`src/rtl/pend_pkg.sv`:
```
// Shared constants, identifier type and helpers for the pending resolver.
// Assumes the identifier is {bank[1:0], bit[4:0]}.
package pend_pkg;
    localparam int WORD_W   = 32;
    localparam int BIT_W    = 5;
    localparam int BANK_W   = 2;
    localparam int ID_W     = BANK_W + BIT_W;
    localparam int PRIV_N   = 8;
    localparam int SUM1_POS = 8;
    localparam int SUM2_POS = 9;
    localparam int SC1_LO   = 10;
    localparam int SC1_N    = 5;
    localparam int SC2_LO   = SC1_LO + SC1_N;
    localparam int SC2_N    = 6;
    localparam int USED_HI  = SC2_LO + SC2_N - 1;

    typedef logic [ID_W-1:0] src_id_t;
    localparam src_id_t IDLE_ID = '1;

    // Pack a bank number and a bit number into one identifier.
    function automatic src_id_t make_id(input logic [BANK_W-1:0] bank,
                                        input logic [BIT_W-1:0] bitn);
        return {bank, bitn};
    endfunction
endpackage

```
`src/rtl/pend_lowbit.sv`:
```
// Lowest-set-bit finder over an N-bit vector.
// Assumes N >= 2; idx is 0 when hit is low.
module pend_lowbit #(
    parameter int N     = 8,
    parameter int IDX_W = $clog2(N)
) (
    input  logic [N-1:0]     vec,
    output logic             hit,
    output logic [IDX_W-1:0] idx
);
    // Scan from the top down so that the lowest set bit is written last.
    always_comb begin
        hit = |vec;
        idx = '0;
        for (int i = N - 1; i >= 0; i--) begin
            if (vec[i]) idx = IDX_W'(i);
        end
    end
endmodule

```
`src/rtl/pend_sc_map.sv`:
```
// Maps a shortcut offset to the identifier of the real source it mirrors.
// BANK_SEL picks the table: 1 -> sources 7,9,10,18,19; 2 -> 21..25,30.
module pend_sc_map
    import pend_pkg::*;
#(
    parameter int BANK_SEL = 1,
    parameter int OFF_W    = 3
) (
    input  logic [OFF_W-1:0] off,
    output src_id_t          id
);
    logic [BIT_W-1:0] src;

    generate
        if (BANK_SEL == 1) begin : g_b1
            // Bank 1 table of mirrored source numbers.
            always_comb begin
                case (off)
                    OFF_W'(0): src = BIT_W'(7);
                    OFF_W'(1): src = BIT_W'(9);
                    OFF_W'(2): src = BIT_W'(10);
                    OFF_W'(3): src = BIT_W'(18);
                    OFF_W'(4): src = BIT_W'(19);
                    default:   src = '0;
                endcase
            end
        end else begin : g_b2
            // Bank 2 table of mirrored source numbers.
            always_comb begin
                case (off)
                    OFF_W'(0): src = BIT_W'(21);
                    OFF_W'(1): src = BIT_W'(22);
                    OFF_W'(2): src = BIT_W'(23);
                    OFF_W'(3): src = BIT_W'(24);
                    OFF_W'(4): src = BIT_W'(25);
                    OFF_W'(5): src = BIT_W'(30);
                    default:   src = '0;
                endcase
            end
        end
    endgenerate

    assign id = make_id(BANK_W'(BANK_SEL), src);
endmodule

```
`src/rtl/pend_resolver.sv`:
```
// Top: resolves the next pending source across three pending words.
// Order: private bits, bank 1 shortcuts, bank 2 shortcuts, bank 1 summary,
// bank 2 summary. Result is registered on req_i with a one-cycle strobe.
// Assumes the pending words are stable around the request edge.
module pend_resolver
    import pend_pkg::*;
#(
    parameter int PW    = WORD_W,
    parameter int OFF_W = 3,
    parameter int PIX_W = $clog2(PRIV_N),
    parameter int BIX_W = $clog2(PW)
) (
    input  logic          clk,
    input  logic          rst_n,
    input  logic          req_i,
    input  logic [PW-1:0] top_pend_i,
    input  logic [PW-1:0] bank1_pend_i,
    input  logic [PW-1:0] bank2_pend_i,
    output logic [ID_W-1:0] id_o,
    output logic          valid_o
);
    logic             priv_hit, sc1_hit, sc2_hit, b1_hit, b2_hit;
    logic [PIX_W-1:0] priv_idx;
    logic [OFF_W-1:0] sc1_off, sc2_off;
    logic [BIX_W-1:0] b1_idx, b2_idx;
    src_id_t          sc1_id, sc2_id, next_id, id_q;
    logic             vld_q;
    logic             unused_top;

    // Bits above the last shortcut take no part in resolution.
    assign unused_top = ^top_pend_i[PW-1:USED_HI+1];

    pend_lowbit #(.N(PRIV_N), .IDX_W(PIX_W)) u_priv (
        .vec(top_pend_i[PRIV_N-1:0]), .hit(priv_hit), .idx(priv_idx));
    pend_lowbit #(.N(SC1_N), .IDX_W(OFF_W)) u_sc1 (
        .vec(top_pend_i[SC1_LO +: SC1_N]), .hit(sc1_hit), .idx(sc1_off));
    pend_lowbit #(.N(SC2_N), .IDX_W(OFF_W)) u_sc2 (
        .vec(top_pend_i[SC2_LO +: SC2_N]), .hit(sc2_hit), .idx(sc2_off));
    pend_lowbit #(.N(PW), .IDX_W(BIX_W)) u_b1 (
        .vec(bank1_pend_i), .hit(b1_hit), .idx(b1_idx));
    pend_lowbit #(.N(PW), .IDX_W(BIX_W)) u_b2 (
        .vec(bank2_pend_i), .hit(b2_hit), .idx(b2_idx));

    pend_sc_map #(.BANK_SEL(1), .OFF_W(OFF_W)) u_map1 (.off(sc1_off), .id(sc1_id));
    pend_sc_map #(.BANK_SEL(2), .OFF_W(OFF_W)) u_map2 (.off(sc2_off), .id(sc2_id));

    // Fixed service order; an empty bank under a summary yields idle.
    always_comb begin
        next_id = IDLE_ID;
        if (priv_hit)
            next_id = make_id(BANK_W'(0), BIT_W'(priv_idx));
        else if (sc1_hit)
            next_id = sc1_id;
        else if (sc2_hit)
            next_id = sc2_id;
        else if (top_pend_i[SUM1_POS])
            next_id = b1_hit ? make_id(BANK_W'(1), BIT_W'(b1_idx)) : IDLE_ID;
        else if (top_pend_i[SUM2_POS])
            next_id = b2_hit ? make_id(BANK_W'(2), BIT_W'(b2_idx)) : IDLE_ID;
    end

    // Capture the result on request and raise the strobe for one cycle.
    always_ff @(posedge clk) begin
        if (!rst_n) begin
            id_q  <= IDLE_ID;
            vld_q <= 1'b0;
        end else begin
            vld_q <= req_i;
            if (req_i) id_q <= next_id;
        end
    end

    assign id_o    = id_q;
    assign valid_o = vld_q;
endmodule

```
`config.mk`:
```
export PLATFORM = sky130hd
export DESIGN_NAME = pend_resolver
export DESIGN_NICKNAME = d
export VERILOG_FILES = /design/src/rtl/pend_pkg.sv /design/src/rtl/pend_lowbit.sv /design/src/rtl/pend_sc_map.sv /design/src/rtl/pend_resolver.sv
export SDC_FILE = /design/constraint.sdc
export NUM_CORES = 1
export LEC_CHECK = 0
export BUFFER_PORTS_ARGS = -buffer_cell sky130_fd_sc_hd__buf_2
export CAP_MARGIN = 20
export CORE_MARGIN = 1.5
export CORE_UTILIZATION = 40
export CTS_CLUSTER_DIAMETER = 60
export DETAILED_ROUTE_END_ITERATION = 8
export HOLD_SLACK_MARGIN = 0.1
export PLACE_DENSITY = 0.83
export SYNTH_ARGS = -nofsm -noshare
export SYNTH_HDL_FRONTEND = slang
export SYNTH_SLANG_ARGS = --single-unit
```
`constraint.sdc`:
```
create_clock -name clk -period 2 [get_ports clk]
set_input_delay 0.3 -clock clk [delete_from_list [all_inputs] [get_ports clk]]
set_output_delay 0.3 -clock clk [all_outputs]
set_load 0.01 [all_outputs]
```
==> results of run 1 <==
worst paths after layout:
path / from / to / cells after the start
max reg2reg: id_o[2] / id_o[2] / 4
min: rst_n / id_o[6] / 2
max: bank2_pend_i[0] / id_o[2] / 8
min reg2reg: id_o[6] / id_o[6] / 2
cell families after synthesis:
group	count (synthesis)
AND/OR/NAND/NOR	114
flip-flops	8
AO/OA/AOI/OAI	78
buffers and inverters	15
per-layer routing:
layer / track usage / vias to the layer above
met5: 0 / -
met4: 0.0486 / 0
met3: 0.0331 / 2
met2: 0.426 / 75
met1: 0.276 / 951
li1: - / 1092
sequential cells by signal (all words and copies together), names as in the netlist:
| name | count |
|---|---|
| id_o | 7 |
| valid_o | 1 |
cell type report:
type	count	area [um2]	share of cell area
clock buffer	3	22.5	0.0105
inverter	14	52.6	0.0244
multi-input combinational	192	1170	0.545
sequential	8	160	0.0745
tap	46	57.6	0.0268
timing repair buffer	123	686	0.319
critical path: stages:
cell and delay (ns):
buf_2 0.10, or4_1 0.57, nor2_2 0.12, nand3_2 0.10, o41ai_4 0.41, buf_4 0.18
o31ai_1 0.07, a21oi_1 0.14
placed cells by master (no fill, tap or decap), drive strengths merged, types with 4 or more instances in the layout:
master / instances
nor4: 18
nor2: 37
a21oi: 16
dfxtp: 8
nor2b: 8
a21boi: 4
buf: 123
o31ai: 7
or4: 6
inv: 14
a211oi: 6
o21ai: 15
o21bai: 4
nand2b: 4
nor3: 12
nand2: 18
nand3: 5
metrics by stage:
| step | hold WS, ns | power, mW | setup slack, ns | std cells | instance area [um2] |
|---|---|---|---|---|---|
| floorplan | 0.372 | 0.290 | 0.175 | 215 | 1390 |
| global placement | 0.451 | 0.480 | 0.0135 | 383 | 2130 |
| detailed placement | 0.469 | 0.489 | -0.0466 | 383 | 2130 |
| CTS | 0.287 | 0.612 | 0.196 | 386 | 2150 |
| global route | 0.290 | 0.660 | 0.117 | 386 | 2150 |
| finish | 0.290 | 0.614 | 0.185 | 386 | 2150 |
where the power goes:
group | internal (mW) | leakage, nW | switching (mW)
Combinational | 0.152 | 0.871 | 0.160
Clock | 0.0688 | 0.0138 | 0.0568
Sequential | 0.171 | 0.0671 | 0.00570
Total | 0.392 | 0.952 | 0.222
==> results.ini, run 1 <==
[outcome]
status=finished clean

[worst_setup_path]
crit_type=primary input to flop
crit_required_ns=2.18
arrival_ns=2.00
startpoint_type=primary input
endpoint_kind=flop
r2r_slack_ns=0.75
crit_fanout=3

[job]
drv_cap=0

[sta]
maxSlewHeadroom=0.676
final_max_slew_viol_count=0
tightestPinTransition_ns=0.474
period_share=0.907
fin_worst_skew_ns=0
finalHoldViolCount=0
rsz0062_at_grt=false
setup_tns_ns=0
timing.fmax_ghz=0.551
fin_crit_ns=1.81
finalSetupViolCount=0

[routing]
top_layer=met4
dr_wl_met2_um=2210
wire_per_inst_um=11.5
drt_wl_total_um=4430
vias_per_cell=5.49
drt_iter0_markers=109
first_pass_iters=4
wl_met3_um=232
detail-route-antenna-nets=0
drc=0
drt-met1-wl_um=1960
routed-via-count=2120

[min_path]
hold_class=primary input to flop

[die]
core_area_um2=3340
initial_core_util=0.416
chipHeight_um=61.9
row_count=21
die_w_um=61.9
pin_count=107
die_area_um2=3830

[pwr]
powerDensity_nw_per_um2=286
leakagePower_nw=0.952
max-vdd-ir-drop_mv=0.160

[placement]
hpwl_um=3880
io_buffer_count=95
gp_congestion=0.875

[synth]
ys_ff_latch=8
synth_edf_count=0
yosysSeqAreaShare=0.115
muxShareOfSynthArea=0
synth_area_leaders=dfxtp_1 (12%), nor2_1 (9.7%), nor4_1 (6.3%)
synth.most_common_cell=nor2_1
yosys-top-cells-count=nor2_1 (36), nand2_1 (18), a21oi_1 (16), inv_1 (14), nor4_1 (14)
synth_top_cell_area_share=0.115
yosysWarnings=0
synthFlopType=dfxtp_1
postSynthCellCount=215
synthSimpleGateAreaFrac=0.438
syn_nets=314
synth_compound_area_frac=0.406
avgSynthCellArea_um2=6.45
synth-adder-area-share=0
synthesis.area_um2=1390
synth_xor_area_frac=0
async_flop_share=0
yosysUniqueCellTypes=45
synth_top_area_cell=dfxtp_1
synth_top_family_by_area=simple AND/OR/NAND/NOR gates

[cts]
cts_resized=0
ctsRootBufferMaster=clkbuf_4
postCtsSetupBuffers=0
cts_buffers=3
cts_tree=yes
clk_pin_slew_ns=0.05
worstSkewPairLatency_ns=0.25
clockBufferDepth=2
cts_hold_buf=0
htree_levels=1
cts.sinks=8

[global_routing]
grt_first_pass_wirelength_um=6890
gr-total-overflow=0
track_usage=0.229
antenna_found_initial=0
grt_max_degree=9
grt_pass1_vias=1799

[finish]
fin_util=0.644
syn_to_final_growth_pct=54.9
layout-drive-gt1-share=0.403
nFillCells=325
antenna_cells=0
fin_nets=441

No activity file was read; power rests on OpenSTA's default activity.
==> inputs of run 2 (changes only) <==
- CELL_PAD_IN_SITES_DETAIL_PLACEMENT: unset -> 0
- CELL_PAD_IN_SITES_GLOBAL_PLACEMENT: unset -> 1
- CORE_UTILIZATION: 40 -> 25
- PLACE_DENSITY: 0.83 -> 0.82
==> run 2 against run 1 <==
Via count decreased by 2.9%. First-iteration DRC count decreased by 24%. Critical path depth unchanged. Wire length increased by 6.0%. Non-clock buffer count increased by 1. Final cell count increased by 6.5%.
==> results.ini, run 2 (synthesized netlist as in run 1, its figures left out) <==
[global_routing]
grt_pass1_vias=1928
track_usage=0.154
grt_max_degree=9
grt_first_pass_wirelength_um=7850
antenna_found_initial=0
gr-total-overflow=0

[sta]
timing.fmax_ghz=0.552
hold_ws_ns=0.312
rsz0062_at_grt=false
final_max_slew_viol_count=0
finalHoldViolCount=0
tightestPinTransition_ns=0.504
period_share=0.906
fin_worst_skew_ns=0
finalSetupViolCount=0
maxSlewHeadroom=0.660
fin_crit_ns=1.81

[cts]
cts_hold_buf=0
worstSkewPairLatency_ns=0.23
cts_tree=yes
clk_pin_slew_ns=0.04
postCtsSetupBuffers=0
cts_resized=0
cts_buffers=3
htree_levels=1
clockBufferDepth=2
ctsRootBufferMaster=clkbuf_8
cts.sinks=8

[worst_setup_path]
crit-reg2reg-capture=id_o[2]
rr_worst_depth=4
path_buf_inv=2
r2r-start=id_o[2]
endpoint_kind=flop
path_cells=buf_2, or4_1, nor2_2, nand3_2, o41ai_4, buf_4, o31ai_1, a21oi_1
arrival_ns=1.97
crit_family=simple AND/OR/NAND/NOR gates
startpoint_type=primary input
crit_required_ns=2.16
crit_fanout=3
crit_type=primary input to flop
r2r_slack_ns=0.76
critPathMaxStageDelay_ns=0.57
critical_path.slowest_cell=or4_1

[finish]
fin_util=0.421
final_common_cell=buf_2
largest_register_ff_count=7
antenna_cells=0
fin_nets=442
layout-drive-gt1-share=0.405
final_cell_mix=buf_2 (95), nor2_1 (36), buf_4 (29), nand2_1 (18), a21oi_1 (16)
syn_to_final_growth_pct=59.0

[die]
row_count=26
initial_core_util=0.265
die_w_um=77.5
core_area_um2=5240
chipHeight_um=77.5
pin_count=107
die_area_um2=6010

[routing]
wire_per_inst_um=11.4
detail-route-antenna-nets=0
drt_wl_total_um=4700
routed-via-count=2059
vias_per_cell=5.01
first_pass_iters=4
drc=0
drt_iter0_markers=83

[pwr]
powerDensity_nw_per_um2=312
max-vdd-ir-drop_mv=0.155
leakagePower_nw=0.965

[outcome]
status=finished clean

[min_path]
hold_class=primary input to flop
hold_depth=2
hold_path_end=id_o[6]
min_from=rst_n

[placement]
hpwl_um=4230
gp_congestion=0.867
io_buffer_count=95

[job]
drv_cap=0

## run 2: per-layer routing
layer  track usage  part of all wire
met1         0.193              0.48
met2         0.282              0.47
met3        0.0176             0.050
met4        0.0273            0.0064
met5             0                 0
## run 2: worst reg2reg max path, delay by kind of cell, from the launching register on
| kind | cells | cell delay, ns |
|---|---|---|
| AOI/OAI and AO/OA | 3 | 0.64 |
| DFF | 1 | 0.30 |
| and+or+nand+nor | 1 | 0.18 |
## run 2: area by class of cell
| class | count | area [um2] |
|---|---|---|
| Fill cell | 577 | 3030 |
| Multi-Input combinational cell | 192 | 1170 |
| Timing Repair Buffer | 124 | 693 |
| Sequential cell | 8 | 160 |
| Tap cell | 70 | 87.6 |
| Inverter | 14 | 52.6 |
| Clock buffer | 3 | 41.3 |
## run 2: power breakdown
group / switching (mW) / internal (mW) / leakage, nW
registers: 0.00496 / 0.172 / 0.0671
clock network: 0.0671 / 0.131 / 0.0216
logic: 0.160 / 0.153 / 0.876
total: 0.232 / 0.456 / 0.965
## run 2: per-stage QoR
step | setup TNS [ns] | worst slack, ns | std cells | power, mW | area (um2)
floorplan | 0 | 0.175 | 215 | 0.290 | 1390
global placement | 0 | 0.0108 | 408 | 0.489 | 2160
detailed placement | -0.0313 | -0.0181 | 408 | 0.492 | 2160
CTS | 0 | 0.208 | 411 | 0.694 | 2210
global route | 0 | 0.117 | 411 | 0.731 | 2210
finish | 0 | 0.189 | 411 | 0.688 | 2210
## run 2: how the worst max path moves through the flow
stage	startpoint	endpoint	slack [ns]	depth (start not counted)
5_1_grt	bank1_pend_i[11]	id_o[1]	0.12	9
4_1_cts	bank2_pend_i[0]	id_o[2]	0.21	8
6_report	bank2_pend_i[0]	id_o[2]	0.19	8
3_3_place_gp	bank2_pend_i[7]	id_o[2]	0.01	8
2_1_floorplan	bank2_pend_i[0]	id_o[0]	0.17	6
3_5_place_dp	bank2_pend_i[0]	id_o[2]	-0.02	8
==> inputs of run 3 (changes only) <==
- CELL_PAD_IN_SITES_DETAIL_PLACEMENT: 0 -> 1
- SKIP_CTS_REPAIR_TIMING: unset -> 1
- SKIP_LAST_GASP: unset -> 1
==> run 3 against run 2 <==
Non-clock buffer count is the same. First-iteration DRC count shrank 41%. Flip-flop and latch count is the same. Clock-buffer cell count is the same. Final cell count is the same. Power grew 1.3%. Clock power is essentially flat. Utilization is the same. Setup slack gained 0.0039 ns. Die area is the same. Register-to-register slack is essentially flat. Wire length grew 16%. Largest cell class unchanged.
==> results.ini, run 3 (synthesized netlist as in run 1, its figures left out) <==
[pwr]
p_sw_mw=0.240
swShare=0.345
intPower_mw=0.456
p_total_mw=0.696
max-vdd-ir-drop_mv=0.256
leakagePower_nw=0.965
power_frac_comb=0.461
powerDensity_nw_per_um2=316
p_clk_frac=0.285
seqPwrFrac=0.254

[cts]
cts_tree=yes
cts_buffers=3
ctsRootBufferMaster=clkbuf_8
worstSkewPairLatency_ns=0.23
cts.sinks=8
htree_levels=1
clk_pin_slew_ns=0.04
clockBufferDepth=2

[sta]
finalHoldViolCount=0
final_max_slew_viol_count=0
period_share=0.904
finalWorstSetupSlack_ns=0.193
finalSetupViolCount=0
timing.fmax_ghz=0.553
fin_crit_ns=1.81
rsz0062_at_grt=false
tightestPinTransition_ns=0.513
maxSlewHeadroom=0.655
fin_worst_skew_ns=0

[die]
pin_count=107
row_count=26
die_area_um2=6010
die_w_um=77.5
initial_core_util=0.265
chipHeight_um=77.5
core_area_um2=5240

[job]
drv_cap=0

[finish]
final_area_um2=2210
largest_register_ff_count=7
syn_to_final_growth_pct=59.0
layout-drive-gt1-share=0.405
final_common_cell=buf_2
final_cell_mix=buf_2 (95), nor2_1 (36), buf_4 (29), nand2_1 (18), a21oi_1 (16)
antenna_cells=0
fin_nets=442

[routing]
vias_per_cell=5.20
detail-route-antenna-nets=0
drt_wl_total_um=5460
wire_per_inst_um=13.3
drc=0
routed-via-count=2136
drt_iter0_markers=49
first_pass_iters=4

[worst_setup_path]
crit_type=primary input to flop
startpoint_type=primary input
crit_fanout=3
crit_required_ns=2.16
endpoint_kind=flop
r2r_slack_ns=0.75
arrival_ns=1.97

[global_routing]
track_usage=0.178
grt_pass1_vias=2118
gr-total-overflow=0
grt_first_pass_wirelength_um=8940
antenna_found_initial=0
grt_max_degree=9

[placement]
io_buffer_count=95
gp_congestion=0.867
placed_area_um2=2160
dpl_worst_slack_ns=-0.0522
hpwl_um=4890

[outcome]
status=finished clean

[min_path]
hold_class=primary input to flop

==> run 3: cell counts in the layout (fill, tap and decap cells not counted) <==
No cell type changed its count.
==> run 3: final timing paths <==
path | startpoint | to | cells after the start
worst max-delay path | bank2_pend_i[0] | id_o[5] | 8
worst min-delay path | rst_n | id_o[6] | 2
worst max register to register | id_o[1] | id_o[1] | 5
worst min register to register | id_o[6] | id_o[6] | 2
==> run 3: power groups by stage <==
stage	registers (mW)	logic, mW	clock network (mW)
2_1_floorplan	0.185	0.105	0
3_3_place_gp	0.179	0.309	0
3_5_place_dp	0.180	0.319	0
4_1_cts	0.177	0.321	0.197
5_1_grt	0.179	0.354	0.207
6_report	0.177	0.321	0.198
==> run 3: worst max-delay path, stage by stage <==
cell	delay, ns
buf_2	0.10
or4_1	0.56
nor2_2	0.12
nand3_2	0.10
o41ai_4	0.40
buf_4	0.18
a21oi_1	0.06
o21ai_1	0.13
==> run 3: cell type report <==
cell class | instances | area (um2)
tap | 70 | 87.6
inverter | 14 | 52.6
fill | 737 | 3030
multi-input combinational | 192 | 1170
sequential | 8 | 160
clock buffer | 3 | 41.3
timing repair buffer | 124 | 693
==> run 3: per-stage QoR <==
| stage | utilization | hold WS (ns) | cells | setup TNS (ns) |
|---|---|---|---|---|
| floorplan | - | 0.372 | 215 | 0 |
| global placement | 0.413 | 0.458 | 408 | 0 |
| detailed placement | 0.413 | 0.462 | 408 | -0.0918 |
| CTS | 0.421 | 0.309 | 411 | 0 |
| global route | 0.421 | 0.323 | 411 | 0 |
| finish | 0.421 | 0.307 | 411 | 0 |
==> run 3: metal layers <==
layer  vias up  track usage  part of all wire
met5         -            0                 0
met4         0       0.0455             0.013
met3         8       0.0224             0.049
met2        65        0.334              0.50
met1       972        0.210              0.43
li1       1091            -                 -
